$ cat src/rtl/sdt_pkg.sv
package sdt_pkg;

    typedef enum logic [2:0] {
        CMD_NOP = 3'd0,
        CMD_ACT = 3'd1,
        CMD_RD  = 3'd2,
        CMD_WR  = 3'd3,
        CMD_RDA = 3'd4,
        CMD_WRA = 3'd5,
        CMD_PRE = 3'd6
    } cmd_e;

    typedef enum logic [2:0] {
        VIO_NONE   = 3'd0,
        VIO_TRP    = 3'd1,
        VIO_TRRD   = 3'd2,
        VIO_RASMIN = 3'd3,
        VIO_RASMAX = 3'd4,
        VIO_TRCD   = 3'd5,
        VIO_CLOSED = 3'd6
    } vio_e;

    typedef enum logic [1:0] {
        BK_IDLE   = 2'd0,
        BK_ACTIVE = 2'd1,
        BK_PRECH  = 2'd2
    } bank_st_e;

endpackage

$ cat src/rtl/sdt_rrd_gap.sv
module sdt_rrd_gap #(
    parameter int unsigned T_RRD = 2
) (
    input  logic clk_i,
    input  logic rst_i,
    input  logic act_fire_i,
    output logic ok_o
);
    localparam int unsigned RW = $clog2(T_RRD + 1) + 1;
    localparam logic [RW-1:0] SAT_C = {RW{1'b1}};
    localparam logic [RW-1:0] RRD_C = RW'(T_RRD);

    logic [RW-1:0] gap_d, gap_q;

    always_comb begin
        gap_d = gap_q;
        if (gap_q != SAT_C) gap_d = gap_q + 1'b1;
        if (act_fire_i) gap_d = RW'(1);
    end

    always_ff @(posedge clk_i) begin
        if (rst_i) gap_q <= SAT_C;
        else       gap_q <= gap_d;
    end

    assign ok_o = (gap_q >= RRD_C);

endmodule

$ cat src/rtl/sdt_bank.sv
module sdt_bank
    import sdt_pkg::*;
#(
    parameter int unsigned T_RP      = 3,
    parameter int unsigned T_RAS_MIN = 8,
    parameter int unsigned T_RAS_MAX = 40,
    parameter int unsigned T_RCD     = 3,
    parameter int unsigned BURST_LEN = 4,
    parameter int unsigned CW        = 6
) (
    input  logic       clk_i,
    input  logic       rst_i,
    input  logic [2:0] cmd_i,
    input  logic       sel_i,
    input  logic       rrd_ok_i,
    output logic       act_rdy_o,
    output logic       col_rdy_o,
    output logic       pre_rdy_o,
    output logic [2:0] err_o,
    output logic       act_fire_o,
    output logic       ras_over_o
);
    localparam logic [CW-1:0] SAT_C    = {CW{1'b1}};
    localparam logic [CW-1:0] RP_C     = CW'(T_RP);
    localparam logic [CW-1:0] RP_M1_C  = CW'(T_RP - 1);
    localparam logic [CW-1:0] RCD_C    = CW'(T_RCD);
    localparam logic [CW-1:0] RASMIN_C = CW'(T_RAS_MIN);
    localparam logic [CW-1:0] RASMAX_C = CW'(T_RAS_MAX);
    localparam logic [CW-1:0] BL_M1_C  = CW'(BURST_LEN - 1);
    localparam bank_st_e      CLOSE_ST = (T_RP <= 1) ? BK_IDLE : BK_PRECH;

    typedef struct packed {
        bank_st_e        st;
        logic            ap;
        logic [CW-1:0]   act_cnt;
        logic [CW-1:0]   pre_cnt;
        logic [CW-1:0]   bst_cnt;
    } bank_t;

    bank_t q, d;
    vio_e  err;
    logic  act_fire, start_pre, is_col, is_auto;

    always_comb begin
        d         = q;
        err       = VIO_NONE;
        act_fire  = 1'b0;
        start_pre = 1'b0;
        is_col    = (cmd_i == CMD_RD) || (cmd_i == CMD_WR) ||
                    (cmd_i == CMD_RDA) || (cmd_i == CMD_WRA);
        is_auto   = (cmd_i == CMD_RDA) || (cmd_i == CMD_WRA);

        if (q.act_cnt != SAT_C) d.act_cnt = q.act_cnt + 1'b1;
        if (q.pre_cnt != SAT_C) d.pre_cnt = q.pre_cnt + 1'b1;
        if (q.bst_cnt != '0)    d.bst_cnt = q.bst_cnt - 1'b1;

        if (q.st == BK_PRECH && q.pre_cnt >= RP_M1_C) d.st = BK_IDLE;

        if (sel_i) begin
            if (cmd_i == CMD_ACT) begin
                if (q.st != BK_IDLE)  err = VIO_TRP;
                else if (!rrd_ok_i)   err = VIO_TRRD;
                else begin
                    act_fire  = 1'b1;
                    d.st      = BK_ACTIVE;
                    d.act_cnt = CW'(1);
                    d.ap      = 1'b0;
                end
            end else if (is_col) begin
                if (q.st != BK_ACTIVE || q.ap) err = VIO_CLOSED;
                else if (q.act_cnt < RCD_C)     err = VIO_TRCD;
                else if (is_auto) begin
                    d.ap      = 1'b1;
                    d.bst_cnt = BL_M1_C;
                end
            end else if (cmd_i == CMD_PRE) begin
                if (q.st == BK_ACTIVE && !q.ap) begin
                    if (q.act_cnt < RASMIN_C) err = VIO_RASMIN;
                    else                      start_pre = 1'b1;
                end
            end
        end

        if (q.st == BK_ACTIVE && q.ap && q.bst_cnt == '0 && q.act_cnt >= RASMIN_C)
            start_pre = 1'b1;

        if (start_pre) begin
            d.st      = CLOSE_ST;
            d.pre_cnt = CW'(1);
            d.ap      = 1'b0;
        end
    end

    always_ff @(posedge clk_i) begin
        if (rst_i) q <= '{st: BK_IDLE, ap: 1'b0, act_cnt: SAT_C, pre_cnt: SAT_C, bst_cnt: '0};
        else       q <= d;
    end

    assign act_rdy_o  = (q.st == BK_IDLE) && rrd_ok_i;
    assign col_rdy_o  = (q.st == BK_ACTIVE) && !q.ap && (q.act_cnt >= RCD_C);
    assign pre_rdy_o  = (q.st == BK_ACTIVE) && !q.ap && (q.act_cnt >= RASMIN_C);
    assign err_o      = err;
    assign act_fire_o = act_fire;
    assign ras_over_o = (q.st == BK_ACTIVE) && (q.act_cnt == RASMAX_C);

    AST_ACT_AFTER_RP: assert property (@(posedge clk_i) disable iff (rst_i)
        act_fire_o |-> (q.pre_cnt >= RP_C));

    AST_CLOSE_AFTER_RASMIN: assert property (@(posedge clk_i) disable iff (rst_i)
        (q.st == BK_ACTIVE && d.st != BK_ACTIVE) |-> (q.act_cnt >= RASMIN_C));

    AST_RASMAX_ONCE: assert property (@(posedge clk_i) disable iff (rst_i)
        ras_over_o |=> !ras_over_o);

endmodule

$ cat src/rtl/sdram_row_tracker.sv
module sdram_row_tracker
    import sdt_pkg::*;
#(
    parameter int unsigned T_RP      = 3,
    parameter int unsigned T_RRD     = 2,
    parameter int unsigned T_RAS_MIN = 8,
    parameter int unsigned T_RAS_MAX = 40,
    parameter int unsigned T_RCD     = 3,
    parameter int unsigned BURST_LEN = 4
) (
    input  logic       clk_i,
    input  logic       rst_i,
    input  logic [2:0] cmd_i,
    input  logic       bank_i,
    output logic [1:0] act_rdy_o,
    output logic [1:0] col_rdy_o,
    output logic [1:0] pre_rdy_o,
    output logic       viol_o,
    output logic [2:0] viol_code_o,
    output logic       viol_bank_o
);
    localparam int unsigned N_BANKS = 2;
    localparam int unsigned M1   = (T_RP > T_RCD) ? T_RP : T_RCD;
    localparam int unsigned M2   = (M1 > BURST_LEN) ? M1 : BURST_LEN;
    localparam int unsigned M3   = (M2 > T_RAS_MIN) ? M2 : T_RAS_MIN;
    localparam int unsigned MAXT = (M3 > T_RAS_MAX + 1) ? M3 : T_RAS_MAX + 1;
    localparam int unsigned CW   = $clog2(MAXT + 1);

    typedef struct packed {
        logic       flag;
        logic [2:0] code;
        logic       bank;
    } vio_t;

    vio_t vq, vd;
    logic [2:0] bank_err [N_BANKS];
    logic [N_BANKS-1:0] act_fire, ras_over;
    logic rrd_ok, act_any;

    assign act_any = |act_fire;

    sdt_rrd_gap #(.T_RRD(T_RRD)) u_gap (
        .clk_i      (clk_i),
        .rst_i      (rst_i),
        .act_fire_i (act_any),
        .ok_o       (rrd_ok)
    );

    for (genvar g = 0; g < N_BANKS; g++) begin : g_bank
        sdt_bank #(
            .T_RP      (T_RP),
            .T_RAS_MIN (T_RAS_MIN),
            .T_RAS_MAX (T_RAS_MAX),
            .T_RCD     (T_RCD),
            .BURST_LEN (BURST_LEN),
            .CW        (CW)
        ) u_bank (
            .clk_i      (clk_i),
            .rst_i      (rst_i),
            .cmd_i      (cmd_i),
            .sel_i      (bank_i == 1'(g)),
            .rrd_ok_i   (rrd_ok),
            .act_rdy_o  (act_rdy_o[g]),
            .col_rdy_o  (col_rdy_o[g]),
            .pre_rdy_o  (pre_rdy_o[g]),
            .err_o      (bank_err[g]),
            .act_fire_o (act_fire[g]),
            .ras_over_o (ras_over[g])
        );
    end

    always_comb begin
        vd = '0;
        if (bank_err[bank_i] != VIO_NONE) begin
            vd.flag = 1'b1;
            vd.code = bank_err[bank_i];
            vd.bank = bank_i;
        end else if (ras_over[0]) begin
            vd.flag = 1'b1;
            vd.code = VIO_RASMAX;
            vd.bank = 1'b0;
        end else if (ras_over[1]) begin
            vd.flag = 1'b1;
            vd.code = VIO_RASMAX;
            vd.bank = 1'b1;
        end
    end

    always_ff @(posedge clk_i) begin
        if (rst_i) vq <= '0;
        else       vq <= vd;
    end

    assign viol_o      = vq.flag;
    assign viol_code_o = vq.code;
    assign viol_bank_o = vq.bank;

    AST_CODE_NEEDS_FLAG: assert property (@(posedge clk_i) disable iff (rst_i)
        !viol_o |-> (viol_code_o == 3'd0 && !viol_bank_o));

    AST_COL_GATED: assert property (@(posedge clk_i) disable iff (rst_i)
        ((cmd_i == CMD_RD || cmd_i == CMD_WR || cmd_i == CMD_RDA || cmd_i == CMD_WRA)
         && !col_rdy_o[bank_i]) |=> viol_o);

    if (T_RRD > 1) begin : g_spacing
        AST_ACT_SPACING: assert property (@(posedge clk_i) disable iff (rst_i)
            act_any |=> !act_any);
    end

endmodule

$ cat config.mk
export PLATFORM = sky130hd
export DESIGN_NAME = sdram_row_tracker
export DESIGN_NICKNAME = d
export VERILOG_FILES = /design/src/rtl/sdt_pkg.sv /design/src/rtl/sdt_rrd_gap.sv /design/src/rtl/sdt_bank.sv /design/src/rtl/sdram_row_tracker.sv
export SDC_FILE = /design/constraint.sdc
export NUM_CORES = 1
export LEC_CHECK = 0
export CAP_MARGIN = 15
export CORE_ASPECT_RATIO = 1.4
export CORE_MARGIN = 5
export CORE_UTILIZATION = 45
export DETAILED_ROUTE_END_ITERATION = 6
export DONT_BUFFER_PORTS = 1
export PLACE_DENSITY = 0.59
export SYNTH_ARGS = -nofsm -noshare
export SYNTH_HDL_FRONTEND = slang
export SYNTH_HIERARCHICAL = 1
export SYNTH_SLANG_ARGS = --single-unit
$ cat constraint.sdc
create_clock -name clk_i -period 5.5 [get_ports clk_i]
set_input_delay 0.825 -clock clk_i [delete_from_list [all_inputs] [get_ports clk_i]]
set_output_delay 0.825 -clock clk_i [all_outputs]
set_load 0.005 [all_outputs]
==> summary.md, run 1 <==
| Metric | Value |
|---|---|
| Status | `completed` |
| # port buffers | `0` |
| CTS buffer count | `5` |
| First-pass GRT wire length | `around 10000 µm` |
| Int Power | `between 0.0009 and 0.001 W` |
| DRC viols | `0` |
| NetSw | `approximately 0.00055 W` |
| Post-synth EDFFs | `0` |
| FF+latch count, synth | `50` |
| Final Util | `around half` |
| Worst slew margin | `between 60% and 70%` |
| CP Class | `register to output port` |
| Clock tree from TritonCTS | `built` |
| Initial DRT Pass Iterations | `4` |
| Max-cap violations | `0` |
| Nets | `between 300 and 400` |
| CTS sink count | `50` |
| Critical path endpoint category | `output port` |
| H-tree depth | `2` |
| Die X-Extent | `77.5 µm` |
| Post-Synthesis Cells | `roughly 320` |
| Detail Route Antenna Nets | `0` |
| Peak VDD IR | `0.254 mV` |
| Post-synth net total | `340` |
| Hold_buf cts | `0` |
| GPL Wtd Cong | `~0.77` |
| Clock-pin slew on the worst setup and hold paths | `around 0.090 ns` |
| Synth Flop Type | `dfxtp_1` |
| IO Count | `17` |
| Sequential Power Share | `about 39%` |
| Tightest Pin Transition | `roughly 0.47 ns` |
| Layout cells sized above 1 | `approximately a tenth` |
| Wirelength per Cell | `~15 µm` |
| Clk buf depth | `2` |
| Gate power share | `46.3%` |
| Clock power share | `roughly 14%` |
| Pin count of the biggest net entering global routing | `35` |
| Final setup viols | `0` |
| Sw Share | `36.2%` |
| Fin crit period | `2.35 ns` |
| Root buffer cell | `clkbuf_8` |
| Rows | `34` |
| Pleak | `around 1.3 nW` |
| Setup TNS | `0 ns` |
| Synth Area per Inst | `8.94 µm²` |
| PwrDens | `a little over 500 nW/µm²` |
| Async SR Flop Fraction | `0%` |
| Endpoints failing hold | `0` |
| Initial antenna violation count | `0` |
| Post_cts resized | `0` |
| Buffer count from post-CTS setup fixing | `0` |
| Cell Area, Synth | `~2900 µm²` |
| Final wirelength | `5690 µm` |
| Die height | `104 µm` |
| RSZ-0062 raised after global routing | `no` |
| Detailed-route via count | `about 2200` |
| Critical Path AT | `~1.5 ns` |
| Die area | `around 8100 µm²` |
| Fmax | `between 400 and 500 MHz` |
| Clock Skew | `about 0.0038 ns` |
| Number of synthesis warnings | `6` |
| Dpl hpwl | `4130 µm` |
| Later-pin clock latency in the skew report | `a little under 0.3 ns` |
| Routed vias/inst | `5.63` |
| Filler instances | `between 600 and 700` |
| Seq/Total Area, Yosys | `34.9%` |
| Vias in the first global route | `~2100` |
| Slew Viols, Final | `0` |
| CP Max Fanout | `9` |
| Tot GR Track Use | `between 10% and 20%` |
| Count of cell types in the netlist | `about 50` |
| Hold Crit Class | `register to register` |
| Worst Setup Start Kind | `register` |
| # diodes | `0` |
| Initial Util | `between 40 and 50%` |
| Part of the cycle the worst path needs | `a little over two fifths` |
| Area growth syn-to-layout | `4.10%` |
| Global route overflow | `0` |
| Req. time, crit path | `~4.7 ns` |
| DR iter-0 viols | `between 70 and 80` |
| Core area | `6210 µm²` |
## cells by family (layout without fill, tap and decap cells)
group	after synthesis	count (layout)	share of synthesized area (%)
AND/OR/NAND/NOR	130	130	28.7
AO/OA/AOI/OAI	59	59	13.8
XOR/XNOR	23	23	7.02
adder cells (fa/ha/maj)	13	13	5.67
multiplexers	14	14	5.23
flip-flops	50	50	34.9
buffers and inverters	32	27	4.71
## Yosys cell counts, types with 3 or more instances
master / instances / area (µm²)
nand2b_1: 8 / 50.1
buf_2: 4 / 20.0
nand3_1: 8 / 40.0
and4b_1: 4 / 40.0
o21ai_0: 16 / 80.1
dfxtp_1: 50 / 1000
or2_2: 7 / 43.8
mux2i_1: 12 / 120
nor2b_1: 5 / 31.3
nor2_1: 28 / 105
o22ai_1: 3 / 18.8
a21oi_1: 8 / 40.0
inv_1: 19 / 71.3
o21a_1: 5 / 37.5
and3_1: 10 / 62.6
nand2_1: 12 / 45.0
a21oi_2: 3 / 26.3
nor3b_1: 5 / 37.5
o21bai_1: 8 / 60.1
nor3_1: 10 / 50.1
clkbuf_1: 6 / 22.5
xor2_1: 6 / 52.6
ha_1: 13 / 163
xnor2_1: 17 / 149
o31ai_1: 4 / 30.0
or3b_4: 4 / 45.0
or3_1: 6 / 37.5
## layout by cell type (no fill, tap or decap), types with 6 or more instances in the layout
cell type	synthesis	final
a21oi_1	8	8
xor2_1	6	6
o21ai_0	16	16
ha_1	13	13
nor2_1	28	28
and3_1	10	10
o21bai_1	8	8
or2_2	7	7
nand2_1	12	12
nor3_1	10	10
clkbuf_8	0	6
nand2b_1	8	8
dfxtp_1	50	50
nand3_1	8	8
xnor2_1	17	17
mux2i_1	12	12
inv_1	19	19
or3_1	6	6
## metal layers
layer	vias up	wire, µm	GRT usage (%)
met1	1022	2500	16.8
met4	0	145	6.39
met5	-	0	0
met2	35	2830	24.7
met3	12	222	3.81
li1	1116	-	-
## state kept, by name, summed over array words and instances, names as in the netlist
signal	count
u_gap/gap_q	3
viol_code_o	3
viol_bank_o	1
viol_o	1
g_bank.u_bank/q	42
## metrics by stage
step	std cells	power [W]	worst slack [ns]	hold WS, ns	instance area, µm²
CTS	388	0.00155	3.14	0.560	2990
global placement	380	0.00131	3.38	0.525	2900
finish	388	0.00153	3.15	0.552	2990
detailed placement	380	0.00132	3.34	0.535	2900
floorplan	321	0.00121	3.23	0.491	2870
global route	388	0.00167	3.06	0.560	2990
## worst paths after layout
| kind | startpoint | to | slack [ns] | cells past startpoint |
|---|---|---|---|---|
| min reg2reg | g_bank[1].u_bank/q[18] | g_bank[1].u_bank/q[18] | 0.55 | 2 |
| min | g_bank[1].u_bank/q[18] | g_bank[1].u_bank/q[18] | 0.55 | 2 |
| max | g_bank[1].u_bank/q[19] | col_rdy_o[1] | 3.15 | 2 |
| max reg2reg | u_gap/gap_q[0] | u_gap/gap_q[0] | 3.36 | 6 |
## critical path, cell delays in order, from the launching register on
cell,delay (ns)
dfxtp_1,0.50
or3b_4,0.46
a21oi_1,0.27
## power groups by stage
stage | Combinational, W | Sequential, W | Clock (W)
after floorplan | 0.000632 | 0.000579 | 0
after global placement | 0.000703 | 0.000610 | 0
after detailed placement | 0.000711 | 0.000610 | 0
after CTS | 0.000717 | 0.000602 | 0.000231
after global routing | 0.000805 | 0.000623 | 0.000242
final | 0.000709 | 0.000601 | 0.000220
## final cells by class
type | instances | area [µm²] | area share, %
multi-input combinational | 239 | 1730 | 58.0
sequential | 50 | 1000 | 33.5
tap | 72 | 90.1 | 3.02
clock buffer | 7 | 86.3 | 2.89
inverter | 19 | 71.3 | 2.39
clock inverter | 1 | 5.00 | 0.168
No activity file was read; power rests on OpenSTA's default activity.
==> run 2, diff against run 1 <==
--- a/config.mk
+++ b/config.mk
@@ -11,7 +11,7 @@
 export CORE_UTILIZATION = 45
 export DETAILED_ROUTE_END_ITERATION = 6
 export DONT_BUFFER_PORTS = 1
-export PLACE_DENSITY = 0.59
+export PLACE_DENSITY = 0.61
 export SYNTH_ARGS = -nofsm -noshare
 export SYNTH_HDL_FRONTEND = slang
 export SYNTH_HIERARCHICAL = 1
==> constraint.sdc (replaced) <==
create_clock -name clk_i -period 1.92 [get_ports clk_i]
set_input_delay 0.288 -clock clk_i [delete_from_list [all_inputs] [get_ports clk_i]]
set_output_delay 0.288 -clock clk_i [all_outputs]
set_load 0.005 [all_outputs]
==> run 2 against run 1 <==
Against the previous run:
- hold slack worse by 0.53 ns
- utilization rose by 3.3 points
- sequential share of layout area decreased by 1.9 points
- clock power grew to 3.2 times the previous value
- largest power group unchanged
==> summary.md, run 2 (synthesis results as in run 1) <==
| Metric | Value |
|---|---|
| Status | `completed` |
| First-pass GRT wire length | `10300 µm (+5.1%)` |
| Gate power share | `46.5% (+0.2 points)` |
| Detail Route Antenna Nets | `0 (unchanged)` |
| Tightest Pin Transition | `0.452 ns (-0.0147 ns)` |
| Worst Setup Slack, final | `0.0911 ns (-3.06 ns)` |
| PwrDens | `1420 nW/µm² (+180%)` |
| Place WS | `0.00117 ns (-3.34 ns)` |
| # diodes | `0 (unchanged)` |
| Area growth syn-to-layout | `11.2%` |
| CP max-delay cell | `or3b_4` |
| Setup TNS | `0 ns (unchanged)` |
| Part of the cycle the worst path needs | `95.3%` |
| Initial antenna violation count | `0 (unchanged)` |
| Reg area | `1010 µm² (+0.75%)` |
| Clock power share | `15.3% (+0.9 points)` |
| Peak VDD IR | `0.693 mV (+170%)` |
| Most frequent cells in the layout | `dfxtp_1, nor2_1, inv_1` |
| Clock tree from TritonCTS | `built` |
| Int Power | `0.00289 W (+200%)` |
| DRC viols | `0 (unchanged)` |
| Tot GR Track Use | `15.5% (+1.0 points)` |
| Worst slew margin | `69.7% (+0.88 points)` |
| GPL Wtd Cong | `0.799 (+3.1%)` |
| RSZ-0062 raised after global routing | `no` |
| CTS buffer count | `5 (unchanged)` |
| Worst Setup Start Kind | `register` |
| CTS sink count | `50 (unchanged)` |
| # port buffers | `0 (unchanged)` |
| Die X-Extent | `77.5 µm (unchanged)` |
| IO Count | `17 (unchanged)` |
| Most common cell after layout, fill and taps aside | `dfxtp_1` |
| Routed vias/inst | `5.50 (-2.3%)` |
| Fin crit period | `1.83 ns` |
| Largest register FFs | `42 (unchanged)` |
| Clk buf depth | `2 (unchanged)` |
| Slew Viols, Final | `0 (unchanged)` |
| H-tree depth | `2 (unchanged)` |
| Vias in the first global route | `2207 (+4.3%)` |
| Root buffer cell | `clkbuf_8` |
| Rows | `34 (unchanged)` |
| Clock Skew | `0.00996 ns (+0.00617 ns)` |
| Final setup viols | `0 (unchanged)` |
| Footprint of the multi-input gates | `1800 µm² (+4.0%)` |
| Critical Path AT | `2.08 ns (+0.56 ns)` |
| NetSw | `0.00164 W (+200%)` |
| Req. time, crit path | `2.17 ns (-2.51 ns)` |
| Later-pin clock latency in the skew report | `0.31 ns (+0.02 ns)` |
| Pleak | `1.40 nW (+8.6%)` |
| Die area | `8100 µm² (unchanged)` |
| Initial Util | `46.2% (unchanged)` |
| Initial DRT Pass Iterations | `4 (unchanged)` |
| Filler instances | `598 (-2.1%)` |
| Sw Share | `36.2% (-0.053 points)` |
| Wirelength per Cell | `14.8 µm (+0.83%)` |
| CP Class | `register to register` |
| Die height | `104 µm (unchanged)` |
| CP Max Fanout | `3 (-6)` |
| Clock-pin slew on the worst setup and hold paths | `0.09 ns (about the same)` |
| Detailed-route via count | `2217 (+1.5%)` |
| Critical path endpoint category | `register` |
| DR iter-0 viols | `100 (+32%)` |
| Worst hold margin | `0.0253 ns (-0.527 ns)` |
| Core area | `6210 µm² (unchanged)` |
| Sequential Power Share | `38.1% (-1.2 points)` |
| PnR Total Power | `0.00453 W (+200%)` |
| Nets | `349 (+4.5%)` |
| Layout cells sized above 1 | `20.2% (+9.8 points)` |
| Pin count of the biggest net entering global routing | `35 (unchanged)` |
| Largest Register | `g_bank.u_bank/q` |
| Crit path cell chain | `inv_1, ha_1, or3b_4, or3_4, mux2_4, a21oi_2` |
| Global route overflow | `0 (unchanged)` |
| Final wirelength | `5960 µm (+4.7%)` |
| Fmax | `about 550 MHz` |
| CP max stage delay | `0.40 ns (-0.10 ns)` |
| Endpoints failing hold | `0 (unchanged)` |
| Max-cap violations | `0 (unchanged)` |
| Dpl hpwl | `4370 µm (+6.0%)` |
| Hold Crit Class | `input port to register` |
| Final Util | `51.4% (+3.3 points)` |
| R2R Setup Slk | `0.09 ns (-3.27 ns)` |
[run 2: cell types whose count changed in the layout (fill, tap and decap cells not counted), sizes merged]
cell,before,now
buf,0,15
[run 2: cell type report]
type / instances / area share (%)
sequential: 50 / 31.6
timing repair buffer: 15 / 3.53
tap: 72 / 2.82
multi-input combinational: 239 / 56.5
clock inverter: 1 / 0.275
inverter: 19 / 2.24
clock buffer: 7 / 3.02
[run 2: routing by layer]
metal / wire, µm / global-route usage (%) / vias up
li1: - / - / 1148
met1: 2560 / 17.5 / 1041
met2: 3120 / 27.4 / 19
met3: 185 / 3.99 / 9
met4: 94 / 5.77 / 0
met5: 0 / 0 / -
[run 2: worst max-delay path, delay by kind of cell (launching register included)]
kind                       cells  cell delay, ns
DFF                            1            0.34
adders and majority gates      1            0.17
AOI/OAI and AO/OA              1            0.12
and+or+nand+nor                2            0.77
muxes                          1            0.31
buffers and inverters          1            0.06
[run 2: what timing repair did]
action	CTS	global route
hold buffers	0	0
gates resized for setup	2	16
pin swaps	0	9
buffers inserted	0	1
setup endpoints to repair	1	6
[run 2: path summary, 6_finish.rpt]
path,from,to,cells after the start
hold / removal,rst_i,viol_code_o[2],1
hold reg to reg,g_bank[0].u_bank/q[18],g_bank[0].u_bank/q[18],2
setup reg to reg,g_bank[1].u_bank/q[0],g_bank[1].u_bank/q[1],6
setup / recovery,g_bank[1].u_bank/q[0],g_bank[1].u_bank/q[1],6
[run 2: metrics by stage]
step | area [µm²] | instances
after floorplan | 2890 | 321
after global placement | 3020 | 395
after detailed placement | 3020 | 395
after CTS | 3130 | 403
after global routing | 3190 | 403
final | 3190 | 403
[run 2: power by group through the flow]
stage / combinational [W] / clock, W / sequential, W
after CTS: 0.00211 / 0.000724 / 0.00172
after global routing: 0.00239 / 0.000759 / 0.00179
after floorplan: 0.00182 / 0 / 0.00166
after global placement: 0.00205 / 0 / 0.00173
final: 0.00211 / 0.000693 / 0.00173
after detailed placement: 0.00209 / 0 / 0.00174
==> run 3, diff against run 2 <==
--- a/config.mk
+++ b/config.mk
@@ -7,11 +7,11 @@
 export LEC_CHECK = 0
 export CAP_MARGIN = 15
 export CORE_ASPECT_RATIO = 1.4
-export CORE_MARGIN = 5
+export CORE_MARGIN = 2
 export CORE_UTILIZATION = 45
 export DETAILED_ROUTE_END_ITERATION = 6
 export DONT_BUFFER_PORTS = 1
-export PLACE_DENSITY = 0.61
+export PLACE_DENSITY = 0.65
 export SYNTH_ARGS = -nofsm -noshare
 export SYNTH_HDL_FRONTEND = slang
 export SYNTH_HIERARCHICAL = 1
==> run 3 against run 2 <==
Against the previous run:
- utilization shrank 0.40 points
- hold slack gained 0.024 ns
- setup slack gained 0.0064 ns
- largest power group unchanged
- combinational power grew 2%
- design area shrank 0.78%
- global-route usage grew 1.5 points
- clock power shrank 13%
- cell count shrank 0.74%
- sequential power is essentially flat
- via count grew 0.41%
- clock skew shrank 0.0052 ns
==> summary.md, run 3 (synthesis results as in run 1) <==
| Metric | Value |
|---|---|
| Status | `completed` |
| First-pass GRT wire length | `9740 µm (-5.4%)` |
| Root buffer cell | `clkbuf_8` |
| Final setup viols | `0 (unchanged)` |
| CP Class | `register to register` |
| Die height | `98.5 µm (-5.7%)` |
| CTS sink count | `50 (unchanged)` |
| Max-cap violations | `0 (unchanged)` |
| R2R Setup Slk | `0.1 ns (about the same)` |
| Initial DRT Pass Iterations | `4 (unchanged)` |
| Most frequent cells in the layout | `dfxtp_1, nor2_1, inv_1, xnor2_1, o21ai_0` |
| Hold path depth | `1 (unchanged)` |
| Pleak | `1.38 nW (-1.8%)` |
| Endpoints failing hold | `0 (unchanged)` |
| Slew Viols, Final | `0 (unchanged)` |
| Final non-filler cell total | `400 (-0.74%)` |
| Rows | `34 (unchanged)` |
| Later-pin clock latency in the skew report | `0.30 ns (about the same)` |
| Buffers & Inverters on Critical Path | `1 (unchanged)` |
| Filler instances | `588 (-1.7%)` |
| Core area | `6210 µm² (unchanged)` |
| DRC viols | `0 (unchanged)` |
| Clock-pin slew on the worst setup and hold paths | `0.08 ns (about the same)` |
| Hold Crit Start | `rst_i` |
| Initial Util | `46.2% (unchanged)` |
| Initial antenna violation count | `0 (unchanged)` |
| Vias in the first global route | `2133 (-3.4%)` |
| CTS buffer count | `5 (unchanged)` |
| Fin crit period | `1.82 ns (-0.00637 ns)` |
| Cell family with most CP delay | `simple AND/OR/NAND/NOR gates` |
| Fmax | `549 MHz (+0.35%)` |
| Largest register FFs | `42 (unchanged)` |
| Dpl hpwl | `4090 µm (-6.4%)` |
| Worst Setup Start Kind | `register` |
| Die area | `7040 µm² (-13%)` |
| # diodes | `0 (unchanged)` |
| DR WL met3 | `220 µm (+19%)` |
| Global route overflow | `0 (unchanged)` |
| GPL Wtd Cong | `0.730 (-8.6%)` |
| H-tree depth | `2 (unchanged)` |
| Part of the cycle the worst path needs | `94.9% (-0.33 points)` |
| Wirelength per Cell | `14.1 µm (-4.7%)` |
| Tot GR Track Use | `17.0% (+1.5 points)` |
| Largest Register | `g_bank.u_bank/q` |
| Hold Crit Class | `input port to register` |
| Detailed-route via count | `2226 (+0.41%)` |
| Final wirelength | `5640 µm (-5.4%)` |
| Max Used Layer | `met4` |
| Area growth syn-to-layout | `10.3%` |
| Clock Skew | `0.00477 ns (-0.00519 ns)` |
| Pin count of the biggest net entering global routing | `35 (unchanged)` |
| Routed vias/inst | `5.57 (+1.2%)` |
| Layout cells sized above 1 | `20.1% (-0.12 points)` |
| Nets | `348 (-0.29%)` |
| Detail Route Antenna Nets | `0 (unchanged)` |
| Crit path cell chain | `inv_1, ha_2, or3_4, and4b_1, or2_4, or3_1` |
| Worst slew margin | `60.0% (-9.7 points)` |
| Worst-case reg-to-reg path depth | `6 (unchanged)` |
| Place WS | `-0.0231 ns (-0.0243 ns)` |
| CP max stage delay | `0.36 ns (-0.04 ns)` |
| PwrDens | `1410 nW/µm² (-0.64%)` |
| Reg area | `1010 µm² (-0.12%)` |
| Critical path endpoint category | `register` |
| Clk buf depth | `2 (unchanged)` |
| CP max-delay cell | `or3_4` |
| Worst r2r src | `u_gap/gap_q[0]` |
| Number of cells after detailed placement | `393 (-0.51%)` |
| Clock tree from TritonCTS | `built` |
| # port buffers | `0 (unchanged)` |
| Footprint of the multi-input gates | `1800 µm² (-0.21%)` |
| Die X-Extent | `71.5 µm (-7.7%)` |
| Req. time, crit path | `2.10 ns (-0.07 ns)` |
| Met2 routed wirelength | `2760 µm (-12%)` |
| DRT met1 WL | `2590 µm (+1.0%)` |
| IO Count | `17 (unchanged)` |
| Critical Path AT | `2.01 ns (-0.07 ns)` |
| Tightest Pin Transition | `0.591 ns (+0.139 ns)` |
| R2R Path End | `u_gap/gap_q[0]` |
| CP Max Fanout | `4 (+1)` |
| WHS Endpoint | `g_bank[1].u_bank/q[1]` |
| Peak VDD IR | `0.578 mV (-17%)` |
| Worst Setup Slack, final | `0.0974 ns (+0.00637 ns)` |
| Hold_buf cts | `0 (unchanged)` |
| DR iter-0 viols | `73 (-27%)` |
| Most common cell after layout, fill and taps aside | `dfxtp_1` |
[run 3: cell count changes in the layout (fill, tap and decap cells not counted), sizes merged]
cell | before | now
buf | 15 | 14
clkinv | 1 | 0
clkbuf | 7 | 6
[run 3: stage by stage]
| stage | instance area [µm²] | hold WS, ns | utilization (%) | TNS (ns) | power [W] |
|---|---|---|---|---|---|
| after global placement | 3000 | 0.358 | 48.3 | 0 | 0.00377 |
| after detailed placement | 3000 | 0.358 | 48.3 | -0.0231 | 0.00384 |
| after CTS | 3090 | 0.0380 | 49.7 | 0 | 0.00447 |
| after floorplan | 2890 | 0.350 | - | 0 | 0.00348 |
| after global routing | 3170 | 0.0357 | 51.0 | -0.0224 | 0.00489 |
| final | 3170 | 0.0490 | 51.0 | 0 | 0.00446 |
[run 3: cell type report]
class | count | area share (%)
Clock buffer | 6 | 2.61
Inverter | 19 | 2.33
Multi-Input combinational cell | 239 | 56.8
Sequential cell | 50 | 31.8
Tap cell | 72 | 2.85
Timing Repair Buffer | 14 | 3.56
[run 3: worst max-delay path by stage]
stage,startpoint,endpoint,depth (start not counted)
after floorplan,u_gap/gap_q[0],u_gap/gap_q[0],7
after global placement,u_gap/gap_q[0],viol_bank_o,9
after detailed placement,u_gap/gap_q[0],viol_bank_o,9
after CTS,g_bank[0].u_bank/q[19],col_rdy_o[0],3
after global routing,g_bank[0].u_bank/q[20],g_bank[0].u_bank/q[15],5
final,u_gap/gap_q[0],u_gap/gap_q[0],6
[run 3: report_power, final]
group          internal [W]  total (W)  leakage [nW]  switching (W)
combinational       0.00119    0.00215         0.921       0.000959
clock              0.000279   0.000604        0.0431       0.000325
sequential          0.00138    0.00171         0.414       0.000323
[run 3: worst register-to-register path: stages, from the launching register on]
cell     delay [ns]
dfxtp_2        0.33
inv_1          0.04
ha_2           0.16
or3_4          0.36
and4b_1        0.21
or2_4          0.26
or3_1          0.36
[run 3: per-layer routing]
metal	up-vias	global-route usage, %
li1	1146	-
met2	32	28.8
met5	-	0
met4	0	5.37
met3	6	3.68
met1	1042	21.3
[run 3: timing repair]
action,CTS,global route
buffers inserted,0,2
resized for setup,1,23
pin swaps,0,10
endpoints found under the setup margin,1,6
